## src/rtl/rtc_pkg.sv

```systemverilog
package rtc_pkg;

    localparam int DATA_W = 32;
    localparam int ADDR_W = 8;
    localparam int CTL_W  = 6;
    localparam int BAT_W  = 4;
    localparam int TRIM_W = 16;
    localparam int REC_W  = 2;

    localparam logic [ADDR_W-1:0] OFS_CTRL   = 8'h40;
    localparam logic [ADDR_W-1:0] OFS_NOW    = 8'h44;
    localparam logic [ADDR_W-1:0] OFS_PHASE  = 8'h48;
    localparam logic [ADDR_W-1:0] OFS_LOAD   = 8'h4C;
    localparam logic [ADDR_W-1:0] OFS_ALARM  = 8'h50;
    localparam logic [ADDR_W-1:0] OFS_USER   = 8'h54;
    localparam logic [ADDR_W-1:0] OFS_RSTREC = 8'h58;
    localparam logic [ADDR_W-1:0] OFS_BATT   = 8'h5C;
    localparam logic [ADDR_W-1:0] OFS_TRIM   = 8'h60;

    // control bit positions (software decodes these)
    localparam int CB_ALM_EN  = 0;
    localparam int CB_WAKE    = 1;
    localparam int CB_OVD     = 2;
    localparam int CB_PRE_CLR = 3;
    localparam int CB_PROT    = 4;
    localparam int CB_FRZ     = 5;

    typedef struct packed {
        logic frz;
        logic prot;
        logic pre_clr;
        logic ovd;
        logic wake;
        logic alm_en;
    } ctl_t;

    typedef enum logic [1:0] {
        ALM_IDLE,
        ALM_ARMED,
        ALM_FIRE,
        ALM_DONE
    } alm_state_e;

    function automatic logic [15:0] masked_update(input logic [15:0] cur,
                                                  input logic [31:0] wd);
        return (cur & ~wd[31:16]) | (wd[15:0] & wd[31:16]);
    endfunction

endpackage

```

## src/rtl/rtc_timebase.sv

```systemverilog
module rtc_timebase
    import rtc_pkg::*;
#(
    parameter int SEC_W = 32,
    parameter int DIV   = 32768,
    parameter int PW    = $clog2(DIV)
) (
    input  logic             clk,
    input  logic             por_n,
    input  logic             soft_clr,
    input  logic             load_stb,
    input  logic [SEC_W-1:0] load_val,
    input  logic             freeze,
    input  logic             pre_clr,
    input  logic             tick_en,
    output logic [SEC_W-1:0] cnt,
    output logic [PW-1:0]    phase,
    output logic             sec_tick
);

    localparam logic [PW-1:0] LAST = PW'(DIV - 1);

    logic [SEC_W-1:0] cnt_q;
    logic [PW-1:0]    pre_q;
    logic             adv;

    always_comb begin
        adv      = !soft_clr && !load_stb && !freeze && !pre_clr && tick_en;
        sec_tick = adv && (pre_q == LAST);
    end

    always_ff @(posedge clk or negedge por_n) begin
        if (!por_n) begin
            cnt_q <= '0;
            pre_q <= '0;
        end else if (soft_clr) begin
            cnt_q <= '0;
            pre_q <= '0;
        end else if (load_stb) begin
            cnt_q <= load_val;
            pre_q <= '0;
        end else if (freeze) begin
            cnt_q <= cnt_q;
            pre_q <= pre_q;
        end else if (pre_clr) begin
            pre_q <= '0;
        end else if (tick_en) begin
            if (pre_q == LAST) begin
                pre_q <= '0;
                cnt_q <= cnt_q + SEC_W'(1);
            end else begin
                pre_q <= pre_q + PW'(1);
            end
        end
    end

    assign cnt   = cnt_q;
    assign phase = pre_q;

    // frozen counter and prescaler hold
    p_freeze_hold_r5: assert property (@(posedge clk) disable iff (!por_n)
        (freeze && !load_stb && !soft_clr) |=> (cnt_q == $past(cnt_q) && pre_q == $past(pre_q)));

    // count never moves by more than one outside loads and resets
    p_step_one_r3: assert property (@(posedge clk) disable iff (!por_n)
        (!load_stb && !soft_clr) |=> (cnt_q == $past(cnt_q) || cnt_q == $past(cnt_q) + SEC_W'(1)));

    // a load lands next cycle with the prescaler cleared
    p_load_lands_r4: assert property (@(posedge clk) disable iff (!por_n)
        (load_stb && !soft_clr) |=> (cnt_q == $past(load_val) && pre_q == '0));

endmodule

```

## src/rtl/rtc_alarm_seq.sv

```systemverilog
module rtc_alarm_seq
    import rtc_pkg::*;
#(
    parameter int SEC_W = 32
) (
    input  logic             clk,
    input  logic             por_n,
    input  logic             soft_clr,
    input  logic             rearm,
    input  logic             alm_en,
    input  logic             ovd_en,
    input  logic             wake_en,
    input  logic [SEC_W-1:0] cnt,
    input  logic [SEC_W-1:0] alarm_val,
    input  logic             sec_tick,
    output logic             irq,
    output logic             wake
);

    alm_state_e state_q, state_d;
    logic       late_q, late_d;
    logic       valid;

    always_comb begin
        valid   = alm_en && (alarm_val != '0);
        state_d = state_q;
        late_d  = late_q;
        if (rearm) begin
            state_d = ALM_IDLE;
        end else begin
            unique case (state_q)
                ALM_IDLE: begin
                    if (valid) begin
                        state_d = ALM_ARMED;
                        late_d  = (cnt > alarm_val);
                    end
                end
                ALM_ARMED: begin
                    if (!valid)                              state_d = ALM_IDLE;
                    else if (cnt == alarm_val)               state_d = ALM_FIRE;
                    else if (late_q && ovd_en && sec_tick)   state_d = ALM_FIRE;
                end
                ALM_FIRE: state_d = ALM_DONE;
                ALM_DONE: begin
                    if (!valid) state_d = ALM_IDLE;
                end
                default: state_d = ALM_IDLE;
            endcase
        end
    end

    always_ff @(posedge clk or negedge por_n) begin
        if (!por_n) begin
            state_q <= ALM_IDLE;
            late_q  <= 1'b0;
        end else if (soft_clr) begin
            state_q <= ALM_IDLE;
            late_q  <= 1'b0;
        end else begin
            state_q <= state_d;
            late_q  <= late_d;
        end
    end

    always_comb begin
        irq  = (state_q == ALM_FIRE);
        wake = (state_q == ALM_FIRE) && wake_en;
    end

    // each event is a one-cycle pulse
    p_single_pulse_r14: assert property (@(posedge clk) disable iff (!por_n)
        irq |=> !irq);

    // an event only follows an enabled, nonzero compare value
    p_zero_silent_r7: assert property (@(posedge clk) disable iff (!por_n)
        irq |-> ($past(alarm_val) != '0 && $past(alm_en)));

    // wake only accompanies an event with routing on
    p_wake_gate_r9: assert property (@(posedge clk) disable iff (!por_n)
        wake |-> (irq && wake_en));

endmodule

```

## src/rtl/rtc_regfile.sv

```systemverilog
module rtc_regfile
    import rtc_pkg::*;
#(
    parameter int SEC_W = 32,
    parameter int PW    = 15
) (
    input  logic              clk,
    input  logic              por_n,
    input  logic              soft_clr,
    input  logic              sys_blocked,
    input  logic              bus_sel,
    input  logic              bus_wr,
    input  logic [ADDR_W-1:0] bus_addr,
    input  logic [DATA_W-1:0] bus_wdata,
    input  logic [SEC_W-1:0]  cnt,
    input  logic [PW-1:0]     phase,
    output ctl_t              ctl,
    output logic [SEC_W-1:0]  alarm_val,
    output logic [DATA_W-1:0] user_val,
    output logic [BAT_W-1:0]  batt,
    output logic              load_stb,
    output logic [SEC_W-1:0]  load_val,
    output logic              rearm,
    output logic [DATA_W-1:0] rdata
);

    logic [CTL_W-1:0]  ctl_q;
    logic [SEC_W-1:0]  alarm_q;
    logic [DATA_W-1:0] user_q;
    logic [BAT_W-1:0]  batt_q;
    logic [TRIM_W-1:0] trim_q;
    logic [REC_W-1:0]  rec_q;
    logic [15:0]       ctl_nx, batt_nx;
    logic              wr_any, wr_ctrl, wr_alarm, wr_user, wr_batt, wr_trim, wr_rec;

    always_comb begin
        wr_any   = bus_sel && bus_wr;
        wr_ctrl  = wr_any && (bus_addr == OFS_CTRL);
        wr_alarm = wr_any && (bus_addr == OFS_ALARM);
        wr_user  = wr_any && (bus_addr == OFS_USER);
        wr_batt  = wr_any && (bus_addr == OFS_BATT);
        wr_trim  = wr_any && (bus_addr == OFS_TRIM);
        wr_rec   = wr_any && (bus_addr == OFS_RSTREC);
        load_stb = wr_any && (bus_addr == OFS_LOAD);
        load_val = bus_wdata[SEC_W-1:0];
        rearm    = wr_alarm ||
                   (wr_ctrl && (bus_wdata[16+CB_ALM_EN] || bus_wdata[16+CB_OVD]));
        ctl_nx   = masked_update({{(16-CTL_W){1'b0}}, ctl_q}, bus_wdata);
        batt_nx  = masked_update({{(16-BAT_W){1'b0}}, batt_q}, bus_wdata);
    end

    // state guarded by the protect bit
    always_ff @(posedge clk or negedge por_n) begin
        if (!por_n) begin
            ctl_q   <= '0;
            alarm_q <= '0;
            user_q  <= '0;
        end else if (soft_clr) begin
            ctl_q   <= '0;
            alarm_q <= '0;
            user_q  <= '0;
        end else begin
            if (wr_ctrl)  ctl_q   <= ctl_nx[CTL_W-1:0];
            if (wr_alarm) alarm_q <= bus_wdata[SEC_W-1:0];
            if (wr_user)  user_q  <= bus_wdata;
        end
    end

    // state cleared by power-on reset only
    always_ff @(posedge clk or negedge por_n) begin
        if (!por_n) begin
            batt_q <= '0;
            trim_q <= '0;
            rec_q  <= '0;
        end else begin
            if (wr_batt) batt_q <= batt_nx[BAT_W-1:0];
            if (wr_trim) trim_q <= bus_wdata[TRIM_W-1:0];
            if (wr_rec) begin
                rec_q <= '0;
            end else begin
                if (sys_blocked) rec_q[0] <= 1'b1;
                if (soft_clr)    rec_q[1] <= 1'b1;
            end
        end
    end

    always_comb begin
        case (bus_addr)
            OFS_CTRL:   rdata = DATA_W'(ctl_q);
            OFS_NOW:    rdata = DATA_W'(cnt);
            OFS_PHASE:  rdata = DATA_W'(phase);
            OFS_ALARM:  rdata = DATA_W'(alarm_q);
            OFS_USER:   rdata = user_q;
            OFS_RSTREC: rdata = DATA_W'(rec_q);
            OFS_BATT:   rdata = DATA_W'(batt_q);
            OFS_TRIM:   rdata = DATA_W'(trim_q);
            default:    rdata = '0;
        endcase
    end

    assign ctl       = ctl_t'(ctl_q);
    assign alarm_val = alarm_q;
    assign user_val  = user_q;
    assign batt      = batt_q;

    // unmasked control bits are undisturbed by a control write
    p_ctl_mask_r2: assert property (@(posedge clk) disable iff (!por_n)
        (wr_ctrl && !soft_clr) |=> (((ctl_q ^ $past(ctl_q)) & ~$past(bus_wdata[16 +: CTL_W])) == '0));

    // unmasked battery bits are undisturbed by a battery write
    p_batt_mask_r2: assert property (@(posedge clk) disable iff (!por_n)
        wr_batt |=> (((batt_q ^ $past(batt_q)) & ~$past(bus_wdata[16 +: BAT_W])) == '0));

endmodule

```

## src/rtl/rtc_sec_core.sv

```systemverilog
module rtc_sec_core
    import rtc_pkg::*;
#(
    parameter int SEC_W     = 32,
    parameter int PRESC_DIV = 32768
) (
    input  logic        clk,
    input  logic        por_n,
    input  logic        sys_rst_n,
    input  logic        tick_en,
    input  logic        bus_sel,
    input  logic        bus_wr,
    input  logic [7:0]  bus_addr,
    input  logic [31:0] bus_wdata,
    output logic [31:0] bus_rdata,
    output logic        alarm_irq,
    output logic        wake_req,
    output logic [1:0]  chg_rsel,
    output logic        chg_diode_off,
    output logic        chg_en
);

    localparam int PW = $clog2(PRESC_DIV);

    ctl_t             ctl;
    logic [SEC_W-1:0] cnt, alarm_val, load_val;
    logic [PW-1:0]    phase;
    logic [31:0]      user_val;
    logic [BAT_W-1:0] batt;
    logic             load_stb, rearm, sec_tick, soft_clr, sys_blocked;

    always_comb begin
        soft_clr    = !sys_rst_n && !ctl.prot;
        sys_blocked = !sys_rst_n && ctl.prot;
    end

    rtc_regfile #(.SEC_W(SEC_W), .PW(PW)) u_regs (
        .clk(clk), .por_n(por_n), .soft_clr(soft_clr), .sys_blocked(sys_blocked),
        .bus_sel(bus_sel), .bus_wr(bus_wr), .bus_addr(bus_addr), .bus_wdata(bus_wdata),
        .cnt(cnt), .phase(phase), .ctl(ctl), .alarm_val(alarm_val), .user_val(user_val),
        .batt(batt), .load_stb(load_stb), .load_val(load_val), .rearm(rearm),
        .rdata(bus_rdata)
    );

    rtc_timebase #(.SEC_W(SEC_W), .DIV(PRESC_DIV), .PW(PW)) u_time (
        .clk(clk), .por_n(por_n), .soft_clr(soft_clr), .load_stb(load_stb),
        .load_val(load_val), .freeze(ctl.frz), .pre_clr(ctl.pre_clr),
        .tick_en(tick_en), .cnt(cnt), .phase(phase), .sec_tick(sec_tick)
    );

    rtc_alarm_seq #(.SEC_W(SEC_W)) u_alarm (
        .clk(clk), .por_n(por_n), .soft_clr(soft_clr), .rearm(rearm),
        .alm_en(ctl.alm_en), .ovd_en(ctl.ovd), .wake_en(ctl.wake),
        .cnt(cnt), .alarm_val(alarm_val), .sec_tick(sec_tick),
        .irq(alarm_irq), .wake(wake_req)
    );

    always_comb begin
        chg_rsel      = batt[3:2];
        chg_diode_off = batt[1];
        chg_en        = batt[0];
    end

    // a protected system reset leaves user data and alarm intact
    p_protect_hold_r10: assert property (@(posedge clk) disable iff (!por_n)
        (!sys_rst_n && ctl.prot && !(bus_sel && bus_wr))
            |=> (user_val == $past(user_val) && alarm_val == $past(alarm_val)));

endmodule

```

## config.mk

```make
export PLATFORM = sky130hd
export DESIGN_NAME = rtc_sec_core
export DESIGN_NICKNAME = d
export VERILOG_FILES = /design/src/rtl/rtc_pkg.sv /design/src/rtl/rtc_timebase.sv /design/src/rtl/rtc_alarm_seq.sv /design/src/rtl/rtc_regfile.sv /design/src/rtl/rtc_sec_core.sv
export SDC_FILE = /design/constraint.sdc
export NUM_CORES = 1
export LEC_CHECK = 0
export CORE_AREA = 5 5 159 161
export CTS_BUF_LIST = sky130_fd_sc_hd__clkbuf_8
export DETAILED_ROUTE_END_ITERATION = 16
export DIE_AREA = 0 0 164 166
export GPL_ROUTABILITY_DRIVEN = 0
export SYNTH_ARGS = -nofsm -noshare
export SYNTH_HDL_FRONTEND = slang
export SYNTH_SLANG_ARGS = --single-unit
```

## constraint.sdc

```tcl
create_clock -name clk -period 12.2 [get_ports clk]
set_input_delay 3.66 -clock clk [delete_from_list [all_inputs] [get_ports clk]]
set_output_delay 3.66 -clock clk [all_outputs]
set_load 0.05 [all_outputs]
```

==> results of run 1 <==
==> cell families after synthesis <==
| family | count (synthesis) | share of synthesized area |
|---|---|---|
| AOI/OAI and AO/OA | 233 | 0.175 |
| xor gates and xnor gates | 33 | 0.0353 |
| adders and majority gates | 34 | 0.0520 |
| buffers and inverters | 104 | 0.0490 |
| DFF | 142 | 0.435 |
| muxes | 29 | 0.0431 |
| and+or+nand+nor | 366 | 0.211 |
==> metal layers <==
| metal | vias to the layer above | GRT usage |
|---|---|---|
| met5 | - | 0 |
| met4 | 0 | 0.0463 |
| met3 | 25 | 0.0340 |
| met2 | 209 | 0.313 |
| met1 | 3735 | 0.278 |
| li1 | 3477 | - |
==> metrics by stage <==
step / util / hold WS, ns / total power, uW
3_3_place_gp: 0.392 / 0.493 / 545
2_1_floorplan: - / 0.462 / 504
5_1_grt: 0.412 / 0.534 / 1030
6_report: 0.412 / 0.506 / 994
3_5_place_dp: 0.392 / 0.497 / 545
4_1_cts: 0.412 / 0.515 / 1000
==> Yosys cell counts (3+ instances only) <==
cell type  instances
a211oi_1           6
a21oi_1          112
a222oi_1          26
a22oi_1           23
a31oi_1            3
and2_1             5
and3_1            17
and4_1             7
clkbuf_1          46
dfrtp_1          142
ha_1              34
inv_1             53
mux2_2            10
mux2_4            10
mux2i_1            9
nand2_1          194
nand3_1           38
nand4_1           26
nor2_1            43
nor2b_1            3
nor3_1             8
nor4_1             9
o211ai_1           3
o21ai_0           42
o31ai_1            5
or3_1              3
xnor2_1            7
xor2_1            26
==> layout make-up <==
| type | count | area (um^2) |
|---|---|---|
| Clock buffer | 22 | 303 |
| Tap cell | 324 | 405 |
| Clock inverter | 10 | 183 |
| Timing Repair Buffer | 94 | 915 |
| Inverter | 53 | 199 |
| Sequential cell | 142 | 3550 |
| Multi-Input combinational cell | 695 | 4260 |
| Fill cell | 2412 | 14000 |
==> power groups by stage <==
stage / clock network [uW] / logic, uW / registers [uW]
3_3_place_gp: 0 / 59.2 / 486
6_report: 458 / 58.9 / 477
2_1_floorplan: 0 / 18.4 / 485
3_5_place_dp: 0 / 59.4 / 486
5_1_grt: 485 / 65.0 / 477
4_1_cts: 464 / 59.7 / 477
==> sequential cells by signal (all words and copies together), names as in the netlist, named ones only <==
name              count
u_regs.alarm_val     32
u_regs.user_val      32
u_alarm.late_q        1
u_regs.rec_q          2
u_alarm.state_q       2
u_time.cnt           32
u_regs.trim_q        16
u_time.phase         15
u_regs.ctl            6
==> worst paths after layout <==
path / cells after the start / slack [ns] / end
min in group asynchronous: 1 / 3.19 / u_regs.user_val[22]
max: 7 / 1.44 / bus_rdata[2]
min: 2 / 0.51 / u_regs.rec_q[0]
min reg2reg: 2 / 0.51 / u_regs.rec_q[0]
max reg2reg: 7 / 9.58 / u_time.cnt[26]
max in group asynchronous: 2 / 7.54 / u_time.cnt[20]
==> tightest hold or removal path, delay by kind of cell, from the launching register on <==
family | cells | cell delay [ns]
AO/OA/AOI/OAI | 1 | 0.04
AND/OR/NAND/NOR | 1 | 0.07
flip-flops | 1 | 0.36
==> out/qor.yml, run 1 <==
outcome:
  outcome: "finished clean"
routing:
  post_drt_wl_per_cell_um: 19.4
  wl_met3_mm: 1.39
  ant_nets: 0
  wl_mm: 26.0
  dr_wl_met2_mm: 12.5
  drc_errors: 0
  vias: 7446
  first_iter_violations: 789
  via_per_inst: 5.56
  wl_met1_mm: 11.8
  dr.max_layer_used: "met4"
  firstDrtPassIters: 8
timing:
  period_share: 0.882
  worst_slack_ns: 1.44
  max_freq_mhz: 92.9
  fin_crit_ns: 10.76
  hold_viol: 0
  setup-tns-final_ns: 0
  worst_pin_slew_ns: 1.23
  final_max_slew_viol_count: 0
  relSlewSlack: 0.174
  fin_skew_ns: 0.0127
  rsz0062_at_grt: "false"
  setup_viol: 0
floorplan:
  die_h_um: 166
  die_w_um: 164
  die_area_mm2: 0.0272
  pin_count: 84
  start_util: 0.343
  fp.coreArea_mm2: 0.0238
  row_count: 57
clock_network:
  cts_max_level: 4
  cts_buffers: 17
  cts_root_buf: "clkbuf_8"
  cts_tree: "done"
  postCtsSetupBuffers: 0
  cts_resized: 0
  clockBufferDepth: 2
  clkLatencyLatePin_ns: 0.46
  clock-sinks: 142
  clk_pin_slew_ns: 0.08
  hold_buffers: 0
place:
  hpwl_mm: 17.8
  dpl.cell_count: 1308
  post-place-ws_ns: 1.46
  port_buffers: 83
  place_area_mm2: 0.00933
logic_synthesis:
  synth_area_leaders: "dfrtp_1 (43%), nand2_1 (8.9%), a21oi_1 (6.9%), ha_1 (5.2%), a222oi_1 (3.2%)"
  syn_area_mm2: 0.00818
  synth_edf_count: 0
  synth_cell_type_count: 49
  synthCells: 941
  ys_seq_elements: 142
  syn-num-nets: 1021
  yosys.area.top_type: "dfrtp_1"
  synth.yosys.seq_area_share: 0.435
  yosys_warnings: 0
  synthArstFlopShare: 1.00
  synthFlopType: "dfrtp_1"
  synth_area_per_cell_um2: 8.69
  synth_top_area_frac: 0.435
critical_path:
  crit_required_ns: 8.54
  cpMostUsedCell: "clkdlybuf4s50_1"
  path_buf_inv: 2
  crit_arrival_ns: 7.10
  cpPeakStageDelay_ns: 0.94
  worst-path-max-fanout: 15
  crit_path_start: "bus_addr[4]"
  path_delay_family: "simple AND/OR/NAND/NOR gates"
  end_kind: "output pin"
  timing.rr.start: "u_time.phase[0]"
  slowest_stage: "nor2_1"
  startpoint_type: "primary input"
  path_class: "in -> out"
  path_cells: "clkdlybuf4s50_1 > nor4b_1 > nand2_1 > nor2_1 > a222oi_1 > nand3_1 > clkdlybuf4s50_1"
cells_and_area:
  drive_gt1_frac: 0.0748
  antenna_cells: 0
  mostFrequentLayoutCell: "nand2_1"
  fin_area_mm2: 0.00981
  most-common-layout-cells: "nand2_1 (194), dfrtp_1 (142), a21oi_1 (112), clkdlybuf4s50_1 (82), inv_1 (54)"
  final_cells: 1340
  syn_to_final_growth_pct: 20.0
  nets: 1083
power_and_ir_drop:
  seq_power_share: 0.479
  ir_drop_uv: 59.0
  pwr_density_cell_mw_per_mm2: 101
  p_leak_uw: 0.00415
  p_comb_frac: 0.059
  clkPwrFrac: 0.461
  p_int_uw: 765
  switchingPower_uw: 229
  swShare: 0.231
min_path:
  holdCritStartpoint: "u_regs.rec_q[0]"
  hold_path.class: "reg -> reg"
grt:
  grt_pass1_vias: 7389
  grt_antenna_before_repair: 0
  grt_usage: 0.196
  grt_pass1_wl_mm: 42.3
  grt-ovfl-total: 0
  grt_max_degree: 79
flow_run:
  cap_viol_max_count: 0
(Power assumes the default switching activity.)
==> inputs of run 2 (changes only) <==
--- a/config.mk
+++ b/config.mk
@@ -7,6 +7,7 @@
 export LEC_CHECK = 0
 export CORE_AREA = 5 5 159 161
 export CTS_BUF_LIST = sky130_fd_sc_hd__clkbuf_8
+export CTS_CLUSTER_DIAMETER = 50
 export DETAILED_ROUTE_END_ITERATION = 16
 export DIE_AREA = 0 0 164 166
 export GPL_ROUTABILITY_DRIVEN = 0
==> results of run 2 <==
Final layout, timing and power as in run 1 (identical DEF).
